`src/rtl/slot_sched_pkg.sv`:
```
package slot_sched_pkg;
  typedef struct packed {
    logic endSlot;  // tick that closes the current slot
    logic wrap;     // slot boundary that also closes the major frame
    logic grant;    // tick on which the owner consumes one unit of work
  } ctlStrobe_t;
endpackage

```
`src/rtl/slot_sched_ctrl.sv`:
```
module slot_sched_ctrl
  import slot_sched_pkg::*;
#(
  parameter int NUM_SLOTS = 4,
  parameter int LEN_W     = 8,
  parameter int CTX_TICKS = 1
) (
  input  logic                clk,
  input  logic                rstN,
  input  logic                tick,
  input  logic [LEN_W-1:0]    curLen,
  input  logic                ownerChange,
  input  logic                ownerBusy,
  output logic [(NUM_SLOTS>1 ? $clog2(NUM_SLOTS) : 1)-1:0] slotIdx,
  output logic                grantValid,
  output logic                slotIrq,
  output ctlStrobe_t          strb
);
  localparam int SLOT_W = NUM_SLOTS > 1 ? $clog2(NUM_SLOTS) : 1;
  localparam int CTX_W  = $clog2(CTX_TICKS + 2);
  localparam logic [SLOT_W-1:0] LAST_SLOT = SLOT_W'(NUM_SLOTS - 1);
  localparam logic [CTX_W-1:0]  CTX_LOAD  = CTX_W'(CTX_TICKS);

  logic [LEN_W-1:0] tickCnt;
  logic [CTX_W-1:0] ctxLeft;
  logic             lastTick;

  // A length of zero compares as a one-tick slot.
  assign lastTick   = ({1'b0, tickCnt} + 1'b1) >= {1'b0, curLen};
  assign grantValid = ownerBusy && (ctxLeft == '0);

  always_comb begin
    strb.endSlot = tick && lastTick;
    strb.wrap    = tick && lastTick && (slotIdx == LAST_SLOT);
    strb.grant   = tick && grantValid;
  end

  always_ff @(posedge clk) begin
    if (!rstN) begin
      slotIdx <= '0;
      tickCnt <= '0;
      ctxLeft <= CTX_LOAD;
      slotIrq <= 1'b0;
    end else begin
      slotIrq <= strb.endSlot;
      if (tick) begin
        if (lastTick) begin
          tickCnt <= '0;
          slotIdx <= (slotIdx == LAST_SLOT) ? '0 : slotIdx + 1'b1;
          ctxLeft <= ownerChange ? CTX_LOAD : '0;
        end else begin
          tickCnt <= tickCnt + 1'b1;
          if (ctxLeft != '0) ctxLeft <= ctxLeft - 1'b1;
        end
      end
    end
  end
endmodule

```
`src/rtl/slot_sched_dp.sv`:
```
module slot_sched_dp
  import slot_sched_pkg::*;
#(
  parameter int NUM_SLOTS = 4,
  parameter int NUM_TASKS = 4,
  parameter int LEN_W     = 8,
  parameter int WORK_W    = 8,
  parameter int DEF_LEN   = 4
) (
  input  logic                clk,
  input  logic                rstN,
  input  ctlStrobe_t          strb,
  input  logic [(NUM_SLOTS>1 ? $clog2(NUM_SLOTS) : 1)-1:0] slotIdx,
  input  logic                tblWe,
  input  logic [(NUM_SLOTS>1 ? $clog2(NUM_SLOTS) : 1)-1:0] tblIdx,
  input  logic [LEN_W-1:0]    tblLen,
  input  logic [(NUM_TASKS>1 ? $clog2(NUM_TASKS) : 1)-1:0] tblTask,
  input  logic                workWe,
  input  logic [(NUM_TASKS>1 ? $clog2(NUM_TASKS) : 1)-1:0] workTask,
  input  logic [WORK_W-1:0]   workAmt,
  output logic [LEN_W-1:0]    curLen,
  output logic [(NUM_TASKS>1 ? $clog2(NUM_TASKS) : 1)-1:0] curOwner,
  output logic                ownerChange,
  output logic                ownerBusy,
  output logic [NUM_TASKS-1:0] overrun
);
  localparam int SLOT_W = NUM_SLOTS > 1 ? $clog2(NUM_SLOTS) : 1;
  localparam int TASK_W = NUM_TASKS > 1 ? $clog2(NUM_TASKS) : 1;
  localparam logic [SLOT_W-1:0] LAST_SLOT = SLOT_W'(NUM_SLOTS - 1);

  logic [LEN_W-1:0]  shLen  [NUM_SLOTS];
  logic [TASK_W-1:0] shTask [NUM_SLOTS];
  logic [LEN_W-1:0]  actLen [NUM_SLOTS];
  logic [TASK_W-1:0] actTask[NUM_SLOTS];
  logic [WORK_W-1:0] workCnt [NUM_TASKS];
  logic [WORK_W-1:0] workNext[NUM_TASKS];
  logic [SLOT_W-1:0] nextIdx;
  logic [TASK_W-1:0] nextOwner;

  // Shadow and active slot tables; the shadow is adopted at frame wrap.
  always_ff @(posedge clk) begin
    if (!rstN) begin
      for (int s = 0; s < NUM_SLOTS; s++) begin
        shLen[s]   <= LEN_W'(DEF_LEN);
        shTask[s]  <= TASK_W'(s % NUM_TASKS);
        actLen[s]  <= LEN_W'(DEF_LEN);
        actTask[s] <= TASK_W'(s % NUM_TASKS);
      end
    end else begin
      if (tblWe && (int'(tblIdx) < NUM_SLOTS)) begin
        shLen[tblIdx]  <= tblLen;
        shTask[tblIdx] <= tblTask;
      end
      if (strb.wrap) begin
        for (int s = 0; s < NUM_SLOTS; s++) begin
          actLen[s]  <= shLen[s];
          actTask[s] <= shTask[s];
        end
      end
    end
  end

  assign curLen      = actLen[slotIdx];
  assign curOwner    = actTask[slotIdx];
  assign nextIdx     = (slotIdx == LAST_SLOT) ? '0 : slotIdx + 1'b1;
  assign nextOwner   = (slotIdx == LAST_SLOT) ? shTask[0] : actTask[nextIdx];
  assign ownerChange = nextOwner != curOwner;

  always_comb begin
    ownerBusy = 1'b0;
    for (int t = 0; t < NUM_TASKS; t++)
      if (curOwner == TASK_W'(t)) ownerBusy = workCnt[t] != '0;
  end

  // Per-task remaining work and overrun flag.
  for (genvar t = 0; t < NUM_TASKS; t++) begin : gTask
    logic isOwner, isLoad, doDec;
    assign isOwner = curOwner == TASK_W'(t);
    assign isLoad  = workWe && (workTask == TASK_W'(t));
    assign doDec   = strb.grant && isOwner;

    always_comb begin
      workNext[t] = workCnt[t];
      if (doDec) workNext[t] = workCnt[t] - 1'b1;
      if (isLoad) workNext[t] = workAmt;
    end

    always_ff @(posedge clk) begin
      if (!rstN) begin
        workCnt[t] <= '0;
        overrun[t] <= 1'b0;
      end else begin
        workCnt[t] <= workNext[t];
        if (doDec && !isLoad && workCnt[t] == WORK_W'(1))
          overrun[t] <= 1'b0;
        else if (strb.endSlot && isOwner && workNext[t] != '0)
          overrun[t] <= 1'b1;
      end
    end
  end
endmodule

```
`src/rtl/slot_sched.sv`:
```
module slot_sched
  import slot_sched_pkg::*;
#(
  parameter int NUM_SLOTS = 4,
  parameter int NUM_TASKS = 4,
  parameter int LEN_W     = 8,
  parameter int WORK_W    = 8,
  parameter int DEF_LEN   = 4,
  parameter int CTX_TICKS = 1
) (
  input  logic                clk,
  input  logic                rstN,
  input  logic                tick,
  input  logic                tblWe,
  input  logic [(NUM_SLOTS>1 ? $clog2(NUM_SLOTS) : 1)-1:0] tblIdx,
  input  logic [LEN_W-1:0]    tblLen,
  input  logic [(NUM_TASKS>1 ? $clog2(NUM_TASKS) : 1)-1:0] tblTask,
  input  logic                workWe,
  input  logic [(NUM_TASKS>1 ? $clog2(NUM_TASKS) : 1)-1:0] workTask,
  input  logic [WORK_W-1:0]   workAmt,
  output logic [(NUM_SLOTS>1 ? $clog2(NUM_SLOTS) : 1)-1:0] slotIdx,
  output logic                grantValid,
  output logic [(NUM_TASKS>1 ? $clog2(NUM_TASKS) : 1)-1:0] grantTask,
  output logic                slotIrq,
  output logic [NUM_TASKS-1:0] overrun
);
  localparam int TASK_W = NUM_TASKS > 1 ? $clog2(NUM_TASKS) : 1;

  ctlStrobe_t        strb;
  logic [LEN_W-1:0]  curLen;
  logic [TASK_W-1:0] curOwner;
  logic              ownerChange;
  logic              ownerBusy;

  slot_sched_ctrl #(
    .NUM_SLOTS(NUM_SLOTS), .LEN_W(LEN_W), .CTX_TICKS(CTX_TICKS)
  ) uCtrl (
    .clk(clk), .rstN(rstN), .tick(tick), .curLen(curLen),
    .ownerChange(ownerChange), .ownerBusy(ownerBusy),
    .slotIdx(slotIdx), .grantValid(grantValid), .slotIrq(slotIrq), .strb(strb)
  );

  slot_sched_dp #(
    .NUM_SLOTS(NUM_SLOTS), .NUM_TASKS(NUM_TASKS), .LEN_W(LEN_W),
    .WORK_W(WORK_W), .DEF_LEN(DEF_LEN)
  ) uDp (
    .clk(clk), .rstN(rstN), .strb(strb), .slotIdx(slotIdx),
    .tblWe(tblWe), .tblIdx(tblIdx), .tblLen(tblLen), .tblTask(tblTask),
    .workWe(workWe), .workTask(workTask), .workAmt(workAmt),
    .curLen(curLen), .curOwner(curOwner), .ownerChange(ownerChange),
    .ownerBusy(ownerBusy), .overrun(overrun)
  );

  assign grantTask = grantValid ? curOwner : '0;
endmodule

```
`config.mk`:
```
export PLATFORM = sky130hd
export DESIGN_NAME = slot_sched
export DESIGN_NICKNAME = d
export VERILOG_FILES = /design/src/rtl/slot_sched_pkg.sv /design/src/rtl/slot_sched_ctrl.sv /design/src/rtl/slot_sched_dp.sv /design/src/rtl/slot_sched.sv
export SDC_FILE = /design/constraint.sdc
export NUM_CORES = 1
export LEC_CHECK = 0
export ABC_AREA = 1
export CAP_MARGIN = 40
export CELL_PAD_IN_SITES_DETAIL_PLACEMENT = 1
export CELL_PAD_IN_SITES_GLOBAL_PLACEMENT = 1
export CORE_ASPECT_RATIO = 1.5
export CORE_MARGIN = 3
export CORE_UTILIZATION = 45
export CTS_BUF_LIST = sky130_fd_sc_hd__clkbuf_8
export DETAILED_ROUTE_END_ITERATION = 12
export PLACE_DENSITY = 0.87
export SYNTH_ARGS = -nofsm -noshare
export SYNTH_HDL_FRONTEND = slang
export SYNTH_SLANG_ARGS = --single-unit
```
`constraint.sdc`:
```
create_clock -name clk -period 9.4 [get_ports clk]
set_input_delay 0.94 -clock clk [delete_from_list [all_inputs] [get_ports clk]]
set_output_delay 0.94 -clock clk [all_outputs]
set_load 0.05 [all_outputs]
```
==> results.json, run 1 <==
{
  "p_total_mw": 1.296,
  "status": "finished clean",
  "synthFlopType": "edfxtp_1",
  "min_path_type": "reg -> reg",
  "dieWidth_um": 107.7,
  "rsz0062_at_grt": "false",
  "ir_worst_vdd_uv": 150.7,
  "synth.avg_cell_area_um2": 8.246,
  "power_density_nw_per_um2": 163.0,
  "synth_top_area_share": 0.3440,
  "hpwl_um": 13530,
  "gr-total-overflow": 0,
  "antenna_found_initial": 0,
  "core_area_um2": 15140,
  "final_hold_viol_count": 0,
  "worst_setup_path_end_kind": "primary output",
  "maxCapViolations": 0,
  "area_growth_pct": 13.90,
  "num_antenna_cells": 0,
  "cts_buffer_depth": 2,
  "gr-usage-all-layers": 0.2246,
  "synth_fp_nets": 894,
  "clkLatencyLatePin_ns": 0.44,
  "drt_wl_total_um": 18190,
  "max_freq_ghz": 0.2195,
  "ctsHoldBuffers": 0,
  "netlist_area_um2": 6984,
  "final.setup.tns_ns": 0,
  "dieArea_um2": 17080,
  "ant_nets": 0,
  "clk_pin_slew_ns": 0.08,
  "postSynth.asyncResetShare": 0,
  "path_max_fanout": 27,
  "post-cts-setup-buffer-count": 0,
  "viasPerCell": 5.209,
  "multi_input_area_um2": 3022,
  "final.period_utilization": 0.4846,
  "timing.final.setup_violations": 0,
  "p_leak_nw": 3.436,
  "cp-start-kind": "register",
  "rrSetupSlack_ns": 5.58,
  "ys_ff_latch": 131,
  "arrival_ns": 3.62,
  "avgRoutedWirePerCell_um": 16.54,
  "start_util": 0.4613,
  "yosysTopAreaCell": "edfxtp_1",
  "max_slew_margin": 0.4048,
  "die_y_um": 158.6,
  "fin_ws_ns": 4.845,
  "drc": 0,
  "ios": 37,
  "drtPass1Iterations": 5,
  "seq_area_um2": 3423,
  "yosysWarnings": 0,
  "cts_buffers": 17,
  "h-tree-depth": 4,
  "synthCells": 847,
  "tightest_slew_ns": 0.8860,
  "skew_ns": 0.01813,
  "clock_sink_count": 131,
  "cts_tree": "built",
  "drive_gt1_frac": 0.08102,
  "clockRootBuffer": "clkbuf_8",
  "num_vias": 5730,
  "synth-edff-count": 80,
  "slew_violations": 0,
  "port_buffers": 36,
  "grt_pass1_vias": 6138,
  "netlist_top_cells_area": "edfxtp_1 (34%), dfxtp_1 (15%), nand2_1 (9.7%)",
  "fin_nets": 935,
  "grt_max_degree": 37,
  "dpl_worst_slack_ns": 5.320,
  "gp_congestion": 0.8381,
  "worst_ep_required_time_ns": 8.46,
  "grt_first_pass_wirelength_um": 30300,
  "post-route-min-period_ns": 4.555,
  "synth-seq-area-share": 0.4901,
  "synthDistinctLibCells": 44,
  "first_iter_violations": 237,
  "fp-row-count": 55,
  "cts.repair.resized": 0,
  "n_fill_cell": 1830,
  "critPathKind": "reg -> out"
}
[path summary, 6_finish.rpt]
check / startpoint / endpoint / cells past startpoint
max: register / grantValid / 9
min reg2reg: uDp.overrun[3] / uDp.overrun[3] / 2
min: uDp.overrun[3] / uDp.overrun[3] / 2
max reg2reg: register / uDp.actLen[3][1] / 15
[synth_stat cells, types with 2 or more instances]
master and instances:
nand2_1 181, nor2_1 144, inv_1 105, edfxtp_1 80, nand3_1 53, dfxtp_1 51
nand4_1 29, a21oi_1 25, xor2_1 21, ha_1 20, o21ai_0 18, nor3_1 14
clkbuf_1 11, xnor2_1 9, nand3_2 8, or2_1 8, a32o_1 7, clkinv_1 7
o21ai_1 6, buf_2 5, inv_2 4, nand2_2 4, nor2_2 4, buf_6 3
nand2_4 3, nand3b_1 3, o41ai_1 3, a21oi_2 2, buf_1 2, nand3_4 2
o211ai_1 2
[layout by cell type, fill, tap and decap left out, drive strengths merged]
cell           instances
xor2                  21
o21ai                 25
o21a                   1
o22ai                  1
clkbuf                17
xnor2                  9
o211ai                 2
clkinv                10
buf                    8
dfxtp                 51
nand2                188
nor3                  14
ha                    20
or2                   10
o31ai                  1
nand3                 63
clkdlybuf4s50         36
o221ai                 1
inv                  121
nand3b                 3
or3                    1
nor2                 150
edfxtp                80
a32o                   7
nand4                 30
a21oi                 27
a31oi                  1
o41ai                  3
[through the flow]
step	hold WS (ns)	std cells	area, um2	util
2_1_floorplan	0.4623	847	6984	-
3_3_place_gp	0.4532	1065	7527	0.4972
3_5_place_dp	0.4549	1068	7567	0.4998
4_1_cts	0.4674	1100	7955	0.5255
5_1_grt	0.4861	1100	7955	0.5255
6_report	0.4655	1100	7955	0.5255
[area by class of cell]
cell class                      count  area share
Timing Repair Buffer               44     0.05505
Tap cell                          199     0.03130
Inverter                          116     0.05473
Clock buffer                       17     0.02941
Clock inverter                     15     0.01935
Multi-Input combinational cell    578      0.3798
Sequential cell                   131      0.4303
[metal layers]
metal / wire [um] / vias to the layer above / share of wire / GRT usage
li1: - / 2849 / - / -
met1: 7037 / 2768 / 0.39 / 0.2362
met2: 10460 / 86 / 0.58 / 0.4523
met3: 343 / 27 / 0.019 / 0.03164
met4: 344 / 0 / 0.019 / 0.06799
met5: 0 / - / 0 / 0
[report_power, final]
group          leakage (nW)  switching, mW  internal, mW
Sequential             1.19         0.0152         0.636
Clock                 0.199          0.268         0.200
Combinational          2.05          0.116        0.0620
[flip-flops by register name, summed over array words and instances (netlist names), named ones only]
signal         flops
uCtrl.tickCnt      8
uDp.actTask        8
uDp.overrun        4
uDp.shTask         8
uDp.shLen         32
uCtrl.slotIdx      2
uCtrl.ctxLeft      2
uDp.actLen        32
uCtrl.slotIrq      1
uDp.workCnt       32
[critical path, stage by stage (launching register included)]
cell,delay [ns]
dfxtp_1,0.89
inv_2,0.36
nand2_1,0.18
nand2_1,0.06
nand2_1,0.05
nand2_1,0.14
nand3_2,0.14
nand3_4,0.10
nor2_8,0.36
clkdlybuf4s50_1,0.89
[cells by family (layout without fill, tap and decap cells)]
family,after synthesis,in the layout,share of synthesized area
simple gates,459,459,0.2965
buf+inv,138,192,0.07883
fa+ha+maj,20,20,0.03583
xor+xnor,30,30,0.03762
flops,131,131,0.4901
compound gates,69,69,0.06109
Note: power is estimated with default switching activity, not from simulation.
==> run 2: changes to the inputs <==
--- a/config.mk
+++ b/config.mk
@@ -11,7 +11,7 @@
 export CELL_PAD_IN_SITES_GLOBAL_PLACEMENT = 1
 export CORE_ASPECT_RATIO = 1.5
 export CORE_MARGIN = 3
-export CORE_UTILIZATION = 45
+export CORE_UTILIZATION = 43
 export CTS_BUF_LIST = sky130_fd_sc_hd__clkbuf_8
 export DETAILED_ROUTE_END_ITERATION = 12
 export PLACE_DENSITY = 0.87
==> constraint.sdc (replaced) <==
create_clock -name clk -period 3.86 [get_ports clk]
set_input_delay 0.386 -clock clk [delete_from_list [all_inputs] [get_ports clk]]
set_output_delay 0.386 -clock clk [all_outputs]
set_load 0.05 [all_outputs]
==> run 2 against run 1 <==
Against the previous run:
- die area grew 4.4%
- sequential share of layout area is 0.38 points lower
- setup slack worse by 4.4 ns
- via count is 0.30% higher
- sequential cell count did not move
- core utilization down 1.6 points
- largest cell class unchanged
- largest power group unchanged
- highest routed layer unchanged
==> results.json, run 2 (synthesis gave the netlist of run 1 again) <==
{
  "grt_first_pass_wirelength_um": 29700,
  "p_switching_uw": 969.5,
  "clkLatencyLatePin_ns": 0.45,
  "post-cts-setup-buffer-count": 0,
  "clock_sink_count": 131,
  "path_max_fanout": 27,
  "cpPeakStageDelay_ns": 0.88,
  "post-route-min-period_ns": 3.439,
  "worst_setup_path_end_kind": "primary output",
  "first_iter_violations": 242,
  "power_density_nw_per_um2": 408.3,
  "r2r-start": "uCtrl.tickCnt[0]",
  "status": "finished clean",
  "worst_hold_path.num_cells": 2,
  "hpwl_um": 13540,
  "grt_pass1_vias": 6222,
  "p_clk_frac": 0.383,
  "final_hold_viol_count": 0,
  "cts_buffer_depth": 2,
  "critPathKind": "reg -> out",
  "worst_ep_required_time_ns": 3.47,
  "antenna_found_initial": 0,
  "gp_congestion": 0.8958,
  "num_vias": 5747,
  "clk_pin_slew_ns": 0.09,
  "viasPerCell": 5.192,
  "ant_nets": 0,
  "max_freq_ghz": 0.2908,
  "arrival_ns": 3.05,
  "drtPass1Iterations": 4,
  "ir_worst_vdd_uv": 243.6,
  "drive_gt1_frac": 0.08407,
  "drc": 0,
  "ios": 37,
  "switching_share": 0.2959,
  "skew_ns": 0.01751,
  "grt_max_degree": 42,
  "max_slew_margin": 0.6218,
  "biggestRegsByFlops": "uDp.actLen: 32 flops, uDp.shLen: 32 flops, uDp.workCnt: 32 flops",
  "start_util": 0.4430,
  "cp.depth": 8,
  "final.period_utilization": 0.8909,
  "fin_ws_ns": 0.4211,
  "worstReg2RegEnd": "uDp.actLen[2][4]",
  "die_y_um": 162.1,
  "slew_violations": 0,
  "seqPwrFrac": 0.484,
  "dieWidth_um": 110.1,
  "min_path_type": "reg -> reg",
  "p_leak_nw": 3.465,
  "rsz0062_at_grt": "false",
  "avgRoutedWirePerCell_um": 16.50,
  "cp_top_family": "buffers and inverters",
  "cts_tree": "built",
  "area_growth_pct": 14.91,
  "port_buffers": 36,
  "h-tree-depth": 4,
  "cts.repair.resized": 0,
  "final_util": 0.5090,
  "critical-path-slowest-cell": "clkdlybuf4s50_1",
  "tightest_slew_ns": 0.5659,
  "hp-start": "uDp.overrun[1]",
  "num_antenna_cells": 0,
  "cp_cell_sequence": "inv_2, nand2_1, nand3_1, nand2_2, nand2_4, o21ai_4, nor2_8, clkdlybuf4s50_1",
  "maxCapViolations": 0,
  "final_cells": 1107,
  "dp.cells": 1075,
  "final.setup.tns_ns": 0,
  "layout_commonest_cell": "nand2_1",
  "gr-usage-all-layers": 0.2147,
  "cts_buffers": 17,
  "timing.final.setup_violations": 0,
  "drt_wl_total_um": 18270,
  "cp-start-kind": "register",
  "comb_power_share": 0.133,
  "clockRootBuffer": "clkbuf_8",
  "fin_nets": 938,
  "ctsHoldBuffers": 0,
  "holdPathEnd": "uDp.overrun[1]",
  "dpl_worst_slack_ns": 0.6232,
  "crit_buf_inv": 2,
  "rrSetupSlack_ns": 0.60,
  "p_int_mw": 2.308,
  "dieArea_um2": 17840,
  "gr-total-overflow": 0,
  "fp-row-count": 56,
  "final_cell_mix": "nand2_1 (181), nor2_1 (144), inv_1 (105)",
  "core_area_um2": 15770,
  "reg2reg_depth": 15
}
-- run 2: how the worst max path moves through the flow --
| stage | from | to | slack, ns |
|---|---|---|---|
| 6_report | register | grantValid | 0.42 |
| 5_1_grt | register | grantValid | 0.21 |
| 4_1_cts | register | grantValid | 0.39 |
| 3_5_place_dp | register | uDp.actTask[3][0] | 0.62 |
| 3_3_place_gp | register | uDp.actTask[1][0] | 0.84 |
| 2_1_floorplan | register | uDp.actLen[0][0] | 0.24 |
-- run 2: layout make-up --
| type | count | area, um2 |
|---|---|---|
| Fill cell | 1893 | 7740 |
| Sequential cell | 131 | 3423 |
| Multi-Input combinational cell | 578 | 3022 |
| Timing Repair Buffer | 47 | 467.9 |
| Inverter | 116 | 435.4 |
| Tap cell | 203 | 254.0 |
| Clock buffer | 17 | 234.0 |
| Clock inverter | 15 | 188.9 |
-- run 2: power by group through the flow --
stage	Combinational (mW)	Clock [mW]	Sequential (mW)
2_1_floorplan	0.305	0	1.60
3_3_place_gp	0.417	0	1.61
3_5_place_dp	0.432	0	1.62
4_1_cts	0.439	1.28	1.59
5_1_grt	0.489	1.34	1.59
6_report	0.435	1.26	1.59
-- run 2: through the flow --
stage	hold slack (ns)	power, mW	cell area, um2
after global placement	0.4439	2.029	7602
after global routing	0.4896	3.421	8025
final	0.4694	3.277	8025
after floorplan	0.4623	1.910	6988
after CTS	0.4683	3.302	8025
after detailed placement	0.4542	2.050	7602
-- run 2: tightest hold or removal path, delay by kind of cell, from the launching register on --
kind	cells	cell delay, ns
compound gates	1	0.05
buf+inv	1	0.05
flops	1	0.33
-- run 2: metal layers --
metal  track usage  vias to the layer above  share of wire
met2        0.4191                      100           0.57
met3       0.02903                       41          0.022
met4       0.09075                        0          0.025
met5             0                        -              0
met1        0.2192                     2743           0.39
li1              -                     2863              -
